==> config.mk <==
export PLATFORM = sky130hd
export DESIGN_NAME = event_tally
export DESIGN_NICKNAME = d
export VERILOG_FILES = /design/src/rtl/tally_pkg.sv /design/src/rtl/tally_ctrl.sv /design/src/rtl/tally_data.sv /design/src/rtl/event_tally.sv
export SDC_FILE = /design/constraint.sdc
export NUM_CORES = 1
export LEC_CHECK = 0
export ABC_AREA = 1
export BUFFER_PORTS_ARGS = -buffer_cell sky130_fd_sc_hd__buf_2
export CORE_MARGIN = 5
export CORE_UTILIZATION = 37
export CTS_CLUSTER_SIZE = 20
export DETAILED_ROUTE_END_ITERATION = 8
export SLEW_MARGIN = 10
export SYNTH_ARGS = -nofsm -noshare
export SYNTH_HDL_FRONTEND = slang
export SYNTH_SLANG_ARGS = --single-unit
==> constraint.sdc <==
create_clock -name clk -period 1.83 [get_ports clk]
set_input_delay 0.366 -clock clk [delete_from_list [all_inputs] [get_ports clk]]
set_output_delay 0.366 -clock clk [all_outputs]
set_load 0.05 [all_outputs]
==> src/rtl/tally_pkg.sv <==
package tally_pkg;
  typedef struct packed {
    logic inc;
    logic clr;
  } cntStrobe_t;
endpackage

==> src/rtl/tally_ctrl.sv <==
module tally_ctrl
  import tally_pkg::*;
#(
  parameter int ADDR_W = 4,
  parameter int MISS_ADDR = 0,
  parameter int COL_ADDR = 2
) (
  input  logic              clk,
  input  logic              rstN,
  input  logic              missPulse,
  input  logic              colPulse,
  input  logic              rdStrobe,
  input  logic [ADDR_W-1:0] rdAddr,
  input  logic [1:0]        irqEn,
  input  logic [1:0]        irqAck,
  input  logic [1:0]        preHalf,
  output cntStrobe_t        strb [2],
  output logic [1:0]        irqFlag
);
  logic [1:0] pulse;
  logic [1:0] rdHit;

  assign pulse = {colPulse, missPulse};
  assign rdHit[0] = rdStrobe && (rdAddr == ADDR_W'(MISS_ADDR));
  assign rdHit[1] = rdStrobe && (rdAddr == ADDR_W'(COL_ADDR));

  for (genvar g = 0; g < 2; g++) begin : gCh
    logic crossing;

    assign strb[g].inc = pulse[g];
    assign strb[g].clr = rdHit[g];
    assign crossing = pulse[g] && !rdHit[g] && preHalf[g] && irqEn[g];

    always_ff @(posedge clk) begin
      if (!rstN)         irqFlag[g] <= 1'b0;
      else if (crossing) irqFlag[g] <= 1'b1;
      else if (irqAck[g]) irqFlag[g] <= 1'b0;
    end


    irq_hold_chk: assert property (@(posedge clk) disable iff (!rstN)
      (irqFlag[g] && !irqAck[g]) |=> irqFlag[g]);

    irq_no_cause_chk: assert property (@(posedge clk) disable iff (!rstN)
      (!irqFlag[g] && !(irqEn[g] && pulse[g] && preHalf[g])) |=> !irqFlag[g]);

    irq_ack_chk: assert property (@(posedge clk) disable iff (!rstN)
      (irqAck[g] && !pulse[g]) |=> !irqFlag[g]);
  end
endmodule

==> src/rtl/tally_data.sv <==
module tally_data
  import tally_pkg::*;
#(
  parameter int CNT_W = 10,
  parameter int WORD_W = 16,
  parameter int ADDR_W = 4,
  parameter int MISS_ADDR = 0,
  parameter int COL_ADDR = 2,
  parameter int MISS_ID = 'h10,
  parameter int COL_ID = 'h12
) (
  input  logic              clk,
  input  logic              rstN,
  input  cntStrobe_t        strb [2],
  input  logic              rdStrobe,
  input  logic [ADDR_W-1:0] rdAddr,
  output logic [WORD_W-1:0] rdData,
  output logic [1:0]        preHalf
);
  localparam int ID_W = WORD_W - CNT_W;
  localparam logic [CNT_W-1:0] HALF_M1 = CNT_W'((1 << (CNT_W - 1)) - 1);
  localparam logic [CNT_W-1:0] CNT_MAX = '1;

  logic [CNT_W-1:0] cntQ [2];

  for (genvar g = 0; g < 2; g++) begin : gCnt
    always_ff @(posedge clk) begin
      if (!rstN)           cntQ[g] <= '0;
      else if (strb[g].clr) cntQ[g] <= strb[g].inc ? CNT_W'(1) : '0;
      else if (strb[g].inc) cntQ[g] <= cntQ[g] + CNT_W'(1);
    end

    assign preHalf[g] = (cntQ[g] == HALF_M1);


    cnt_step_chk: assert property (@(posedge clk) disable iff (!rstN)
      (strb[g].inc && !strb[g].clr && cntQ[g] != CNT_MAX) |=> (cntQ[g] > $past(cntQ[g])));

    cnt_wrap_chk: assert property (@(posedge clk) disable iff (!rstN)
      (strb[g].inc && !strb[g].clr && cntQ[g] == CNT_MAX) |=> (cntQ[g] == '0));

    cnt_clear_chk: assert property (@(posedge clk) disable iff (!rstN)
      (strb[g].clr && !strb[g].inc) |=> (cntQ[g] == '0));

    cnt_clr_evt_chk: assert property (@(posedge clk) disable iff (!rstN)
      (strb[g].clr && strb[g].inc) |=> (cntQ[g] == CNT_W'(1)));

    cnt_idle_chk: assert property (@(posedge clk) disable iff (!rstN)
      (!strb[g].clr && !strb[g].inc) |=> $stable(cntQ[g]));
  end

  always_comb begin
    rdData = '0;
    if (rdStrobe) begin
      if (rdAddr == ADDR_W'(MISS_ADDR))     rdData = {cntQ[0], ID_W'(MISS_ID)};
      else if (rdAddr == ADDR_W'(COL_ADDR)) rdData = {cntQ[1], ID_W'(COL_ID)};
    end
  end
endmodule

==> src/rtl/event_tally.sv <==
module event_tally
  import tally_pkg::*;
#(
  parameter int CNT_W = 10,
  parameter int WORD_W = 16,
  parameter int ADDR_W = 4,
  parameter int MISS_ADDR = 0,
  parameter int COL_ADDR = 2,
  parameter int MISS_ID = 'h10,
  parameter int COL_ID = 'h12
) (
  input  logic              clk,
  input  logic              rstN,
  input  logic              missPulse,
  input  logic              colPulse,
  input  logic              rdStrobe,
  input  logic [ADDR_W-1:0] rdAddr,
  output logic [WORD_W-1:0] rdData,
  input  logic              missIrqEn,
  input  logic              colIrqEn,
  input  logic              missAck,
  input  logic              colAck,
  output logic              missIrq,
  output logic              colIrq
);
  cntStrobe_t strb [2];
  logic [1:0] preHalf;
  logic [1:0] irqFlag;

  tally_ctrl #(
    .ADDR_W(ADDR_W), .MISS_ADDR(MISS_ADDR), .COL_ADDR(COL_ADDR)
  ) uCtrl (
    .clk(clk), .rstN(rstN), .missPulse(missPulse), .colPulse(colPulse),
    .rdStrobe(rdStrobe), .rdAddr(rdAddr), .irqEn({colIrqEn, missIrqEn}),
    .irqAck({colAck, missAck}), .preHalf(preHalf), .strb(strb), .irqFlag(irqFlag)
  );

  tally_data #(
    .CNT_W(CNT_W), .WORD_W(WORD_W), .ADDR_W(ADDR_W), .MISS_ADDR(MISS_ADDR),
    .COL_ADDR(COL_ADDR), .MISS_ID(MISS_ID), .COL_ID(COL_ID)
  ) uData (
    .clk(clk), .rstN(rstN), .strb(strb), .rdStrobe(rdStrobe), .rdAddr(rdAddr),
    .rdData(rdData), .preHalf(preHalf)
  );

  assign missIrq = irqFlag[0];
  assign colIrq  = irqFlag[1];
endmodule

# After elaboration in Yosys (flattened, before gate mapping)
# Memory sizes are Yosys's and may differ from the RTL's.
# Index checks and enable logic that the tools add are counted.
# word_totals
reg_bits	2
latchBits	0
ramBits	20
romBits	0
in_bits	13
output_inout_bits	18
elab_cells	53
mem_count	1
# memory_table
memory	words	word_bits	rd	rd_clocked_by_memory_dff	wr	line	rtl
uData.cntQ	2	10	2	0	2	tally_data.sv:24	logic [CNT_W-1:0] cntQ [2];
# classes
addsub	2
mul	0
div	0
magnitude_cmp	0
eq_ne	3
shift	0
n_mux	28
bitwise	4
reduce_logical	13
# ops
cell	count
two-way mux 16 bit	3
two-way mux 10 bit	4
two-way mux 1 bit	21
adder 10 x 1 -> 10 bit, second input constant	2
equality test 10 x 9 -> 1 bit, second input constant	2
logical AND 1 bit	8
equality test 4 x 2 -> 1 bit, second input constant	1
logical NOT 4 bit	1
bitwise OR 1 bit	4
nonzero test 2 bit	2
logical NOT 1 bit	2

# Depth between registers and ports, before layout
# depth
ltp_word	7
mapped_depth	7
depth_no_buf	7

# Modules after synthesis
# A second synthesis with hierarchy kept.
# hier_totals
cells_unflattened	193
area_unflattened_um2	1468.9
# by_module_without_submodules
mod	instances	cells_per_inst	area_each_um2	seq_area_each_um2
tally_data	1	165	1300.0	600.6
tally_ctrl	1	28	168.9	40.0

# Least setup slack after synthesis
# OpenSTA, ideal clock, no wires.
# synth_path
kind	input-to-output
startpoint	in rdAddr[3]
endpoint	out rdData[4]
t_arrival_ns	1.921
required_ns	1.464
slack_ns	-0.457
path_stages	1
path_buffers	0
path_cell_list	nor4_1
# synth_via
elab_chain_cells	4
elab_cells_between_ends	5
cone_classes	eq/ne (1); mux (3); reduce/logical (1)
# synth_lines
element	line	rtl
from (decl)	event_tally.sv:17	input logic [ADDR_W-1:0] rdAddr,
equality test 4 x 2 -> 1 bit	tally_data.sv:56	else if (rdAddr == ADDR_W'(COL_ADDR)) rdData = {cntQ[1], ID_W'(COL_ID)};
two-way mux 16 bit	tally_data.sv:56	
two-way mux 16 bit *	tally_data.sv:55	if (rdAddr == ADDR_W'(MISS_ADDR)) rdData = {cntQ[0], ID_W'(MISS_ID)};
two-way mux 16 bit *	tally_data.sv:54	if (rdStrobe) begin
to (decl)	event_tally.sv:18	output logic [WORD_W-1:0] rdData,
# Mark *: on every way between the ends. The rest lies on a longest branch, timed or not.

# Final worst setup path
# layout_path
startpoint	in rdAddr[3]
endpoint	out rdData[12]
# Same word-level chain as after synthesis.

==> metrics <==
Overflow after GRT=0; Remaining DRCs=0; routed via count=1262; cell row count=22; outcome=finished clean; Setup crit start kind=primary input; PD cells=655.8 mW/mm^2; RSZ-0062 raised after global routing=true; Crit Path Category=in -> out; clock slew at reported path FFs=0.08 ns; CP endpoint kind=output port; crit path max fanout=12; GR Util met1=0.1814; Synthesis Warnings=0; leakage power=0.7605 nW; Max-Cap Viols=0; Core ar.=0.003744 sq mm; Final HPWL DP=2521 microns; final wirelength=3175 microns; crit path DAT=1.40 ns; DR iter-0 viols=58; Pre-Repair DR Iteration Count=4; period utilization=0.9652; Routability Congestion=0.7684; Required @ worst endpoint=1.46 ns; global route hottest layer=met2; Inst Count DP=259; vias in the first global route=1169; pre-CTS setup slack=0.05902 ns; min Tclk post-route=1.766 ns; distinct cell type count after synthesis=30; final total power=1.126 mW; Max clock buf depth=2; antenna violations before repair=0; GRT met2 Usage=0.1884; Post-Layout Cell Count=263; Overall Global Routing Usage=0.1266; Final Hold Viols=0; area of the multi-input gates=660.6 sq um; area growth from synthesis to layout=17.77%; Post-CTS Repair Setup Buffers=0; first-pass GRT wire length=5299 microns; final setup margin=0.06367 ns; met3 usage=0.02617; CTS tree=yes; vias per inst=4.798; num ports=31; synthesized area per cell=8.009 sq um; Net count, final=231; CTS sink count=22; Tightest Hold Check Type=in -> reg; post-placement cell area=0.001664 sq mm; Post-Synthesis Cell Area=0.001458 sq mm; die height=72.77 microns; Cells after Synth=182; count of final setup violators=0; share of cells above drive strength 1=0.2651; register area share after synthesis=0.4395; FILL cells=406; Routed Antenna Nets=0; H-tree depth=1; Initial Utilization=0.3894; worst vdd ir=0.0002844 V; die area=0.005295 sq mm; CTS buffer count=3; Antenna diodes=0; TNS Setup=0 ns; cell area after layout=0.001717 sq mm; Root Buffer=clkbuf_8; Yosys reg bits=22; port bufs=26; Die W=72.77 microns; register area=640.6 sq um; largest net degree at the start of global routing=13; Slew Limit Fails=0; WL/cell=12.07 microns; Setup Skew=0.005042 ns; Worst-Skew Late Latency=0.27 ns; Max Clock Freq=566.1 MHz
-- power breakdown --
group / internal (mW) / switching, mW
Sequential: 0.589 / 0.0375
Clock: 0.150 / 0.170
Combinational: 0.0566 / 0.123
-- timing repair --
action | in CTS | in global routing
gates resized for setup | 0 | 3
endpoints found under the setup margin | 0 | 5
hold buffers | 0 | 0
-- critical path, stage by stage --
cell,delay (ns)
buf_2,0.11
nor2_2,0.14
nand3_2,0.23
o22ai_1,0.25
buf_2,0.29
-- layout by cell type, fill, tap and decap left out --
master	Yosys	routed
nand3_1	9	9
nor2_2	5	5
a21oi_1	13	13
nor3_1	1	1
xor2_1	1	1
buf_4	4	6
o21bai_1	1	1
nand2_4	1	1
edfxtp_1	20	20
o21ai_1	2	3
nand2_2	6	6
clkinv_1	1	2
clkbuf_8	0	3
o21ai_0	5	4
nor4_2	0	1
nor3b_1	1	1
o22ai_1	7	7
buf_2	1	23
dfxtp_1	2	2
nand4_1	4	4
inv_2	1	1
nor2_4	3	3
nor3b_2	1	1
nor2_1	15	15
nand3b_1	1	1
ha_1	2	2
nand2_1	36	36
nand3_2	4	4
clkbuf_4	0	3
conb_1	1	4
inv_1	32	32
-- final cells by class --
class	count	area share
flip-flops and latches	22	0.3732
multi-input cells	123	0.3848
well taps	48	0.03499
clock buffers	3	0.02405
inverters	34	0.07434
clock inverters	1	0.002187
repair buffers	32	0.1064
-- sequential cells by signal, summed over array words and instances, names as in the netlist --
| signal | flops |
|---|---|
| uData.cntQ | 20 |
| uCtrl.irqFlag | 2 |
-- cell usage after synthesis, drive strengths merged --
master / instances / area, sq um
nand2: 43 / 183.9
inv: 33 / 123.9
nor2: 23 / 121.4
edfxtp: 20 / 600.6
a21oi: 13 / 65.06
nand3: 13 / 85.08
o21ai: 7 / 35.03
o22ai: 7 / 43.79
buf: 6 / 46.29
nand4: 4 / 25.02
dfxtp: 2 / 40.04
ha: 2 / 25.02
nor3b: 2 / 20.02
clkinv: 1 / 3.750
conb: 1 / 3.750
nand3b: 1 / 7.510
nor3: 1 / 5.000
nor4: 1 / 6.260
o21bai: 1 / 7.510
xor2: 1 / 8.760
-- final timing paths --
kind	from	endpoint	slack [ns]	cells past startpoint
setup reg to reg	uData.cntQ[0][1]$_SDFFCE_PN0P_	uData.cntQ[0][8]$_SDFFCE_PN0P_	0.51	6
hold / removal	missAck	uCtrl.irqFlag[0]$_SDFFE_PN0P_	0.35	3
hold reg to reg	uCtrl.irqFlag[0]$_SDFFE_PN0P_	uCtrl.irqFlag[0]$_SDFFE_PN0P_	0.47	2
setup / recovery	rdAddr[3]	rdData[12]	0.06	5
-- metal layers --
layer  up-vias  part of all wire  routed length [microns]
li1        657                 -                        -
met5         -                 0                        0
met1       560              0.49                     1564
met2        41              0.42                     1322
met3         4             0.078                      249
met4         0             0.012                       39
-- through the flow --
stage	hold slack [ns]	util
after floorplan	0.5094	-
after global placement	0.4572	0.4445
after detailed placement	0.4700	0.4445
after CTS	0.3520	0.4566
after global routing	0.3775	0.4586
final	0.3492	0.4586
-- cells by family (layout without fill, tap and decap cells) --
family,after synthesis,after routing,synth area share
AOI/OAI and AO/OA,28,28,0.1039
xor gates and xnor gates,1,1,0.006010
adders and majority gates,2,2,0.01716
buffers and inverters,40,70,0.1193
DFF,22,22,0.4395
other,1,4,0.002573
and+or+nand+nor,88,88,0.3116
(Power assumes the default switching activity.)
